$ cat src/rtl/rsp_chk_pkg.sv
package rsp_chk_pkg;

  typedef enum logic [1:0] {
    RES_NONE  = 2'd0,
    RES_OK    = 2'd1,
    RES_FAIL  = 2'd2,
    RES_RESET = 2'd3
  } result_e;

  typedef enum logic [1:0] {
    CLS_WRITE,
    CLS_CTRL,
    CLS_LONG_RD,
    CLS_SHORT_RD
  } cmd_class_e;

  localparam logic [7:0] OP_BLOCK_RD = 8'hC2;
  localparam logic [7:0] OP_LOCAL_RD = 8'hC4;
  localparam logic [7:0] OP_END      = 8'hC5;
  localparam logic [7:0] OP_AGAIN    = 8'hC6;
  localparam logic [7:0] OP_XBLK_RD  = 8'hC8;
  localparam logic [7:0] OP_WORD_RD  = 8'hCA;
  localparam logic [7:0] OP_SOFT_RST = 8'hCF;

  // Strobes from the sequencer to the datapath
  typedef struct packed {
    logic clear;
    logic load;
    logic shift;
    logic setOk;
    logic setFail;
    logic setReset;
  } dp_ctrl_t;

  function automatic cmd_class_e classify(input logic [7:0] op);
    cmd_class_e cls;
    case (op)
      OP_SOFT_RST, OP_END, OP_AGAIN: cls = CLS_CTRL;
      OP_BLOCK_RD, OP_XBLK_RD:       cls = CLS_LONG_RD;
      OP_LOCAL_RD, OP_WORD_RD:       cls = CLS_SHORT_RD;
      default:                       cls = CLS_WRITE;
    endcase
    return cls;
  endfunction

endpackage

$ cat src/rtl/rsp_control.sv
module rsp_control
  import rsp_chk_pkg::*;
#(
  parameter int DATA_BYTES = 4,
  parameter int CRC_BYTES  = 2,
  parameter int HDR_LIMIT  = 100,
  localparam int HUNT_W = $clog2(HDR_LIMIT + 1),
  localparam int CNT_W  = $clog2(DATA_BYTES + CRC_BYTES + 1)
) (
  input  logic       clk,
  input  logic       rstN,
  input  logic       start,
  input  logic [7:0] opcodeIn,
  input  logic       rxValid,
  input  cmd_class_e cmdClass,
  input  logic       crcOn,
  input  logic       echoOk,
  input  logic       statusOk,
  input  logic       hdrHit,
  output dp_ctrl_t   ctl,
  output logic       done
);

  typedef enum logic [2:0] {
    ST_IDLE, ST_SKIP, ST_ECHO, ST_STAT, ST_HUNT, ST_DATA, ST_CRC
  } state_e;

  state_e            state, stateNext;
  logic [HUNT_W-1:0] huntCnt, huntNext;
  logic [CNT_W-1:0]  byteCnt, byteNext;

  always_comb begin
    stateNext = state;
    huntNext  = huntCnt;
    byteNext  = byteCnt;
    ctl       = '0;
    if (start) begin
      ctl.clear = 1'b1;
      ctl.load  = 1'b1;
      stateNext = (classify(opcodeIn) == CLS_CTRL) ? ST_SKIP : ST_ECHO;
    end else if (rxValid) begin
      case (state)
        ST_SKIP: stateNext = ST_ECHO;
        ST_ECHO: begin
          if (echoOk) stateNext = ST_STAT;
          else begin
            ctl.setFail = 1'b1;
            stateNext   = ST_IDLE;
          end
        end
        ST_STAT: begin
          if (!statusOk) begin
            ctl.setFail = 1'b1;
            stateNext   = ST_IDLE;
          end else if (cmdClass == CLS_LONG_RD || cmdClass == CLS_SHORT_RD) begin
            huntNext  = '0;
            stateNext = ST_HUNT;
          end else begin
            ctl.setOk = 1'b1;
            stateNext = ST_IDLE;
          end
        end
        ST_HUNT: begin
          huntNext = huntCnt + 1'b1;
          if (hdrHit) begin
            if (cmdClass == CLS_SHORT_RD) begin
              byteNext  = '0;
              stateNext = ST_DATA;
            end else begin
              ctl.setOk = 1'b1;
              stateNext = ST_IDLE;
            end
          end else if (huntCnt == HUNT_W'(HDR_LIMIT - 1)) begin
            ctl.setReset = 1'b1;
            stateNext    = ST_IDLE;
          end
        end
        ST_DATA: begin
          ctl.shift = 1'b1;
          if (byteCnt == CNT_W'(DATA_BYTES - 1)) begin
            byteNext = '0;
            if (crcOn) stateNext = ST_CRC;
            else begin
              ctl.setOk = 1'b1;
              stateNext = ST_IDLE;
            end
          end else begin
            byteNext = byteCnt + 1'b1;
          end
        end
        ST_CRC: begin
          if (byteCnt == CNT_W'(CRC_BYTES - 1)) begin
            ctl.setOk = 1'b1;
            stateNext = ST_IDLE;
          end else begin
            byteNext = byteCnt + 1'b1;
          end
        end
        default: stateNext = ST_IDLE;
      endcase
    end
  end

  always_ff @(posedge clk or negedge rstN) begin
    if (!rstN) begin
      state   <= ST_IDLE;
      huntCnt <= '0;
      byteCnt <= '0;
      done    <= 1'b0;
    end else begin
      state   <= stateNext;
      huntCnt <= huntNext;
      byteCnt <= byteNext;
      done    <= ctl.setOk | ctl.setFail | ctl.setReset;
    end
  end

endmodule

$ cat config.mk
export PLATFORM = sky130hd
export DESIGN_NAME = rsp_control
export DESIGN_NICKNAME = d
export VERILOG_FILES = /design/src/rtl/rsp_chk_pkg.sv /design/src/rtl/rsp_control.sv
export SDC_FILE = /design/constraint.sdc
export NUM_CORES = 1
export LEC_CHECK = 0
export BUFFER_PORTS_ARGS = -buffer_cell sky130_fd_sc_hd__buf_2
export CORE_MARGIN = 1.5
export CORE_UTILIZATION = 35
export DETAILED_ROUTE_END_ITERATION = 8
export PLACE_DENSITY_LB_ADDON = 0.1
export SYNTH_ARGS = -nofsm -noshare
export SYNTH_HDL_FRONTEND = slang
export SYNTH_SLANG_ARGS = --single-unit
$ cat constraint.sdc
create_clock -name clk -period 1.8 [get_ports clk]
set_input_delay 0.18 -clock clk [delete_from_list [all_inputs] [get_ports clk]]
set_output_delay 0.18 -clock clk [all_outputs]
set_load 0.02 [all_outputs]
---- Word-level counts from Yosys, hierarchy flattened ----
Index checks and enable logic that the tools add are counted.
operators by class
  add/subtract/negate cells ............... 2
  equality and inequality tests ........... 27
  multiplexer cells ....................... 41
  bitwise operators ....................... 3
  reduce and logical (&&, ||, !) cells .... 10
operator list
  operator                                                               number
  8-bit equality test, second input constant                             7
  3-bit 2-to-1 mux                                                       14
  3-bit one-hot mux with 6 select lines                                  1
  7-bit 2-to-1 mux                                                       2
  7-bit one-hot mux with 2 select lines                                  1
  1-bit 2-to-1 mux                                                       13
  2-bit != test, second input constant                                   5
  3-bit by 2-bit equality test with 1-bit output, second input constant  3
  3-bit equality test, second input constant                             3
  3-bit one-hot mux with 3 select lines                                  1
  2-bit 2-to-1 mux                                                       4
  4-bit 2-to-1 mux                                                       2
  7-bit by 1-bit adder with 7-bit output, second input constant          1
  7-bit equality test, second input constant                             1
  3-bit by 1-bit equality test with 1-bit output, second input constant  2
  3-bit != test, second input constant                                   2
  2-bit one-hot mux with 3 select lines                                  1
  6-bit AND reduction                                                    1
  5-bit AND reduction                                                    1
  2-bit equality test, second input constant                             2
  4-bit != test, second input constant                                   1
  1-bit one-hot mux with 4 select lines                                  1
  4-bit AND reduction                                                    1
  2-bit nonzero test                                                     2
  other kinds (9)                                                        11
storage, ports and cells
  bits in registers ....................... 14
  bits of input ports ..................... 18
  output and inout bits ................... 7
  word-level logic and storage cells ...... 87

---- Longest topological paths before layout ----
Gate-level depths: netlist of run 1.
  word-level depth ........................ 9
  gate-level depth with buffers ........... 7
  gate-level depth less buffers ........... 7

---- Worst setup path before layout of run 1 ----
OpenSTA, ideal clock, no wires.
  path kind ............................... reg2reg
  start point ............................. register huntCnt[0]
  end point ............................... register state[0]
  setup time .............................. 128 ps
  arrival time ............................ 1798 ps
  required time ........................... 1672 ps
  setup slack ............................. -125 ps
  stages on the path, launching flop included .. 7
  path buffers ............................ 0
  period minus slack after synthesis ...... 1925 ps
  cells stage by stage .................... dfrtp_1 > ha_1 > nand2b_4 > or4_4 > a221oi_2 > nor2_2 > mux2_1
between the ends
  word-level cells in the longest chain between the ends .. 3
RTL lines
  what                           line                RTL
  start: declaration             rsp_control.sv:29   logic [HUNT_W-1:0] huntCnt, huntNext;
  start signal: assignment       rsp_control.sv:112  huntCnt <= huntNext;
  7-bit equality test            rsp_control.sv:73   end else if (huntCnt == HUNT_W'(HDR_LIMIT - 1)) begin
  4-bit != test (no line)        n/a
  4-bit AND reduction (no line)  n/a
  end signal: assignment         rsp_control.sv:111  state <= stateNext;
  end: declaration               rsp_control.sv:28   state_e state, stateNext;
No other way between the ends.
A chain may end at the register's enable or synchronous reset.

==> results.json, run 1 <==
{
  "htree_levels": 1,
  "crit_arrival_ns": 1.73,
  "synth_top_area_cell": "dfrtp_1",
  "synthTopCellsByCount": "nand2_1, dfrtp_1, o21ai_0, nor2_1, nand3_1",
  "critPathMostFrequentCell": "buf_4",
  "drc": 4,
  "antenna_cells": 0,
  "sw_frac_of_total": 0.304,
  "drv_slew": 0,
  "syn-num-nets": 150,
  "yosysWarningCount": 0,
  "clkPwrFrac": 0.315,
  "synth.top_cell.area_share": 0.333,
  "cts_root_buffer": "clkbuf_4",
  "ant_nets": 0,
  "cts_buffers": 3,
  "fp.coreArea_mm2": 0.00281,
  "totalWireLength_um": 3120,
  "min_period_over_period": 1.06,
  "crit_fanout": 7,
  "yosysSeqAreaShare": 0.333,
  "clock-sinks": 14,
  "hold_viol": 0,
  "yosys-top-cells-area": "dfrtp_1, ha_1, o21ai_0",
  "seqPwrFrac": 0.419,
  "holdWs_ns": 0.307,
  "worstReg2RegStart": "huntCnt[1]",
  "final_nets": 207,
  "clock_latency_ns": 0.30,
  "synth_most_common_cell": "nand2_1",
  "syn_inst": 127,
  "synth_top_flop_cell": "dfrtp_1",
  "synth-edff-count": 0,
  "clk_path_buf_depth": 2,
  "violations": "design-rule violations, negative setup slack",
  "end_kind": "output port",
  "wl_per_cell_um": 14.6,
  "cap_violations": 0,
  "drt_first_iter_violations": 38,
  "start_util": 0.375,
  "fp-row-count": 19,
  "cts_tree": "yes",
  "setup_viol": 6,
  "grt_max_degree": 15,
  "grt_setup_unrepaired": "yes",
  "antenna_found_initial": 0,
  "io_pins": 25,
  "worst_pin_slew_ns": 0.378,
  "area_delta_synth_final_pct": 54.6,
  "start_kind": "register",
  "grt_pass1_vias": 1143,
  "critPathKind": "register to output port",
  "async_flop_share": 1.00,
  "maxSlewHeadroom": 0.747,
  "clk_pin_slew_worst_paths_ns": 0.11,
  "crit_family": "flip-flops",
  "ys_types": 40,
  "setup_slack_ns": -0.108,
  "power.net_switching_mw": 0.244,
  "grt_pass1_wl_um": 5190,
  "port_buffers": 24,
  "outcome": "finished, violations left",
  "grt_usage": 0.204,
  "p_leak_nw": 0.738,
  "gp_congestion": 0.773,
  "path_buf_inv": 2,
  "die_h_um": 57.8,
  "fin_crit_ns": 1.91,
  "vias": 1154,
  "drive_gt1_frac": 0.514,
  "p_int_mw": 0.558,
  "postPlaceCellArea_mm2": 0.00136,
  "cp.required_ns": 1.62,
  "netlist_area_mm2": 0.00105,
  "synth_seq_cells": 14,
  "r2r_end": "state[0]",
  "die-area_mm2": 0.00334,
  "powerDensity_mw_per_mm2": 493,
  "max_stage_delay_ns": 0.47,
  "routed_via_density": 5.39,
  "dp_slack_ns": -0.0894,
  "crit_path_cell_trace": "buf_4, nand2_2, nor4b_2, a31oi_1, a311oi_2, buf_4",
  "hold_class": "input port to async pin",
  "finalClockSkew_ns": 0.0111,
  "worst_r2r_path_depth": 6,
  "final_area_mm2": 0.00163,
  "postSynthAreaPerCell_um2": 8.29,
  "gr-total-overflow": 0,
  "max_freq_mhz": 524,
  "slowest_stage": "dfrtp_2",
  "p_comb_frac": 0.267,
  "die_x_um": 57.8,
  "dr.pass1.iters": 6,
  "peakVddDrop_mv": 0.262,
  "dp_hpwl_um": 2170,
  "r2r_slack_ns": -0.09
}
-- cell families (layout without fill, tap and decap cells) --
kind of cell | count (synthesis) | in the layout | share of synthesized area
simple gates | 59 | 59 | 0.304
xor+xnor | 2 | 2 | 0.0166
fa+ha+maj | 5 | 5 | 0.0595
mux | 4 | 4 | 0.0416
buf+inv | 12 | 68 | 0.0535
flops | 14 | 14 | 0.333
compound gates | 31 | 31 | 0.191
-- layout make-up --
class                           count  area [µm²]
Timing Repair Buffer               59         408
Tap cell                           31        38.8
Clock buffer                        4        36.3
Sequential cell                    14         354
Multi-Input combinational cell    101         771
Inverter                            5        18.8
Fill cell                         273        1180
-- state kept, by name, indices dropped and copies added, names as in the netlist --
register	count
done	1
huntCnt	7
byteCnt	3
state	3
-- per-layer routing --
metal  global-route usage  wire length (µm)  up-vias
met5                    0                 0        -
met4               0.0598                17        0
met3               0.0290               104        2
met2                0.326              1520       21
met1                0.287              1480      556
li1                     -                 -      575
-- per-stage QoR --
stage               TNS, ns  cells   util  power [mW]
CTS                  -0.659    207  0.545       0.774
finish               -0.443    214  0.580       0.802
floorplan           -0.0668    127      -       0.424
global placement     -0.198    195  0.485       0.492
detailed placement   -0.257    195  0.485       0.494
global route         -0.872    214  0.580       0.840
-- worst max path at each step --
stage                     startpoint  endpoint  slack (ns)  cells past startpoint
final                       state[0]    ctl[2]       -0.11                      6
after global routing        state[0]    ctl[2]       -0.15                      6
after CTS                 byteCnt[1]    ctl[2]       -0.09                      6
after detailed placement  huntCnt[1]  state[0]       -0.09                      6
after global placement    huntCnt[1]  state[1]       -0.06                      6
after floorplan           huntCnt[1]  state[0]       -0.03                      6
-- placed cells by master, fill, tap and decap left out, drive strengths merged, types with 4 or more instances in the layout --
master / Yosys / layout
ha: 5 / 5
buf: 5 / 58
o31ai: 4 / 4
nand3: 8 / 8
o21ai: 12 / 12
inv: 5 / 5
clkbuf: 2 / 4
nor2: 12 / 12
nand2: 15 / 15
nand2b: 4 / 4
dfrtp: 14 / 14
-- what timing repair did --
action | 4_1_cts | 5_1_grt
setup buffers | 7 | 7
endpoints found under the setup margin | 7 | 17
hold buffers | 1 | 0
resized for setup | 25 | 15
pin swaps | 11 | 4
endpoints found under the hold margin | 14 | 0
-- power by group through the flow --
stage	Clock, mW	Combinational, mW	Sequential, mW
6_report	0.252	0.214	0.336
5_1_grt	0.271	0.231	0.337
4_1_cts	0.263	0.177	0.334
3_5_place_dp	0	0.150	0.344
3_3_place_gp	0	0.148	0.344
2_1_floorplan	0	0.0914	0.333
No activity file was read; power rests on OpenSTA's default activity.
==> run 2, diff against run 1 <==
- ABC_CLOCK_PERIOD_IN_PS: unset -> 1900
- CELL_PAD_IN_SITES_DETAIL_PLACEMENT: unset -> 1
- CELL_PAD_IN_SITES_GLOBAL_PLACEMENT: unset -> 1
- clock period: 1.8 -> 1.9 ns (I/O delays scaled with it)
==> run 2 against run 1 <==
The run still ends with design-rule violations, negative setup slack left; cell area down 6.2%; routed wire length up 11%; count of clock-buffer cells in the layout unchanged; register-to-register slack better by 0.08 ns; total power down 11%; global-route usage up 1.6 points; final cell count down 5.1%; sequential share of layout area up 1.6 points; die area unchanged; combinational power down 21%; sequential power down 5%; critical path type unchanged; highest routed layer unchanged.
==> results.json, run 2 (same netlist as run 1, synthesis figures left out) <==
{
  "maxSlewHeadroom": 0.767,
  "largest_reg_flops": 7,
  "crit_path_cell_trace": "nand2_1, nor4b_2, a31oi_1, a311oi_2, buf_4",
  "cts_root_buffer": "clkbuf_4",
  "layout_common_cells": "buf_2, buf_4, nand2_1",
  "area_delta_synth_final_pct": 44.9,
  "cp.required_ns": 1.71,
  "slowest_stage": "dfrtp_2",
  "max_freq_mhz": 516,
  "powerDensity_mw_per_mm2": 470,
  "fp.coreArea_mm2": 0.00281,
  "max_stage_delay_ns": 0.45,
  "critPathKind": "register to output port",
  "fin_crit_ns": 1.94,
  "crit_fanout": 6,
  "routed_via_density": 5.61,
  "worst_pin_slew_ns": 0.349,
  "hold_class": "input port to async pin",
  "seqPwrFrac": 0.443,
  "setup_viol": 3,
  "setup_slack_ns": -0.0372,
  "start_util": 0.375,
  "p_leak_nw": 0.674,
  "ant_nets": 0,
  "path_buf_inv": 1,
  "power_mw": 0.717,
  "top_regs": "huntCnt (7), byteCnt (3), state (3)",
  "htree_levels": 1,
  "drc": 4,
  "utilization": 0.544,
  "min_period_over_period": 1.02,
  "start_kind": "register",
  "grt_max_degree": 15,
  "clk_path_buf_depth": 2,
  "die_x_um": 57.8,
  "fp-row-count": 19,
  "drive_gt1_frac": 0.465,
  "final_nets": 196,
  "drv_slew": 0,
  "outcome": "finished, violations left",
  "drt_first_iter_violations": 26,
  "gr-total-overflow": 0,
  "port_buffers": 24,
  "peakVddDrop_mv": 0.275,
  "antenna_found_initial": 0,
  "crit_arrival_ns": 1.75,
  "clkPwrFrac": 0.320,
  "io_pins": 25,
  "dp_hpwl_um": 2520,
  "cts_buffers": 3,
  "power.net_switching_mw": 0.214,
  "grt_usage": 0.221,
  "dr.pass1.iters": 6,
  "crit_family": "flip-flops",
  "holdWs_ns": 0.331,
  "cts_tree": "yes",
  "grt_setup_unrepaired": "yes",
  "multi_input_area_um2": 766,
  "antenna_cells": 0,
  "totalWireLength_um": 3480,
  "vias": 1139,
  "sw_frac_of_total": 0.298,
  "clock_latency_ns": 0.28,
  "clk_pin_slew_worst_paths_ns": 0.10,
  "regArea_um2": 357,
  "violations": "design-rule violations, negative setup slack",
  "grt_pass1_wl_um": 5720,
  "wl_per_cell_um": 17.1,
  "top_register": "huntCnt",
  "p_int_mw": 0.503,
  "die-area_mm2": 0.00334,
  "gp_congestion": 0.730,
  "clock-sinks": 14,
  "p_comb_frac": 0.237,
  "cap_violations": 0,
  "die_h_um": 57.8,
  "nFillCells": 346,
  "end_kind": "output port",
  "grt_pass1_vias": 1198,
  "finalClockSkew_ns": 0.00343,
  "hold_viol": 0
}
-- run 2: cell types whose count changed in the layout (fill, tap and decap cells not counted), moves of 3 or more --
cell and delta:
o21ai_0 +8, o21ai_1 -6, buf_4 -10, buf_6 -3
-- run 2: worst reg2reg max path, cell delays in order, from the launching register on --
cell,delay [ns]
dfrtp_1,0.41
ha_4,0.17
nand2b_4,0.06
or4_4,0.46
a221oi_4,0.32
nor2_2,0.09
mux2_4,0.30
-- run 2: what timing repair did --
action                                  in CTS  in global routing
endpoints found under the hold margin       14                  0
gates resized for setup                     22                  8
pin swaps                                    9                  4
setup buffers                                8                  3
hold buffers                                 1                  0
endpoints found under the setup margin       5                 10
gates cloned                                 0                  0
-- run 2: worst paths after layout --
path                                 start          to  slack (ns)  cells after the start
worst max-delay path              state[0]      ctl[2]       -0.04                      5
worst min-delay path                  rstN    state[1]        0.33                      2
worst max register to register  huntCnt[0]    state[1]       -0.01                      6
worst min register to register  huntCnt[6]  huntCnt[6]        0.49                      1
max in group asynchronous             rstN  byteCnt[0]        1.29                      2
min in group clk                     start    state[2]        0.36                      3
-- run 2: cell type report --
type,instances,area share
sequential,14,0.234
timing repair buffer,48,0.203
clock buffer,4,0.0238
tap,31,0.0254
inverter,5,0.0123
multi-input combinational,101,0.502
-- run 2: metrics by stage --
stage | instances | TNS [ns] | cell area (µm²) | setup slack [ns]
after floorplan | 127 | 0 | 1080 | 0.00412
after global placement | 188 | -0.0918 | 1290 | -0.0468
after detailed placement | 188 | -0.190 | 1290 | -0.104
after CTS | 200 | -0.0309 | 1480 | -0.0270
after global routing | 203 | -0.367 | 1530 | -0.118
final | 203 | -0.0524 | 1530 | -0.0372
-- run 2: power groups by stage --
stage | sequential, mW | combinational (mW) | clock, mW
6_report | 0.318 | 0.170 | 0.229
4_1_cts | 0.317 | 0.165 | 0.237
3_3_place_gp | 0.325 | 0.130 | 0
2_1_floorplan | 0.315 | 0.0846 | 0
3_5_place_dp | 0.325 | 0.133 | 0
5_1_grt | 0.319 | 0.185 | 0.246
-- run 2: per-layer routing --
layer	routed length, µm	GRT usage	up-vias	share of wire
li1	-	-	546	-
met1	1580	0.312	567	0.46
met2	1750	0.360	24	0.50
met3	124	0.0335	2	0.036
met4	16	0.0399	0	0.0046
met5	0	0	-	0
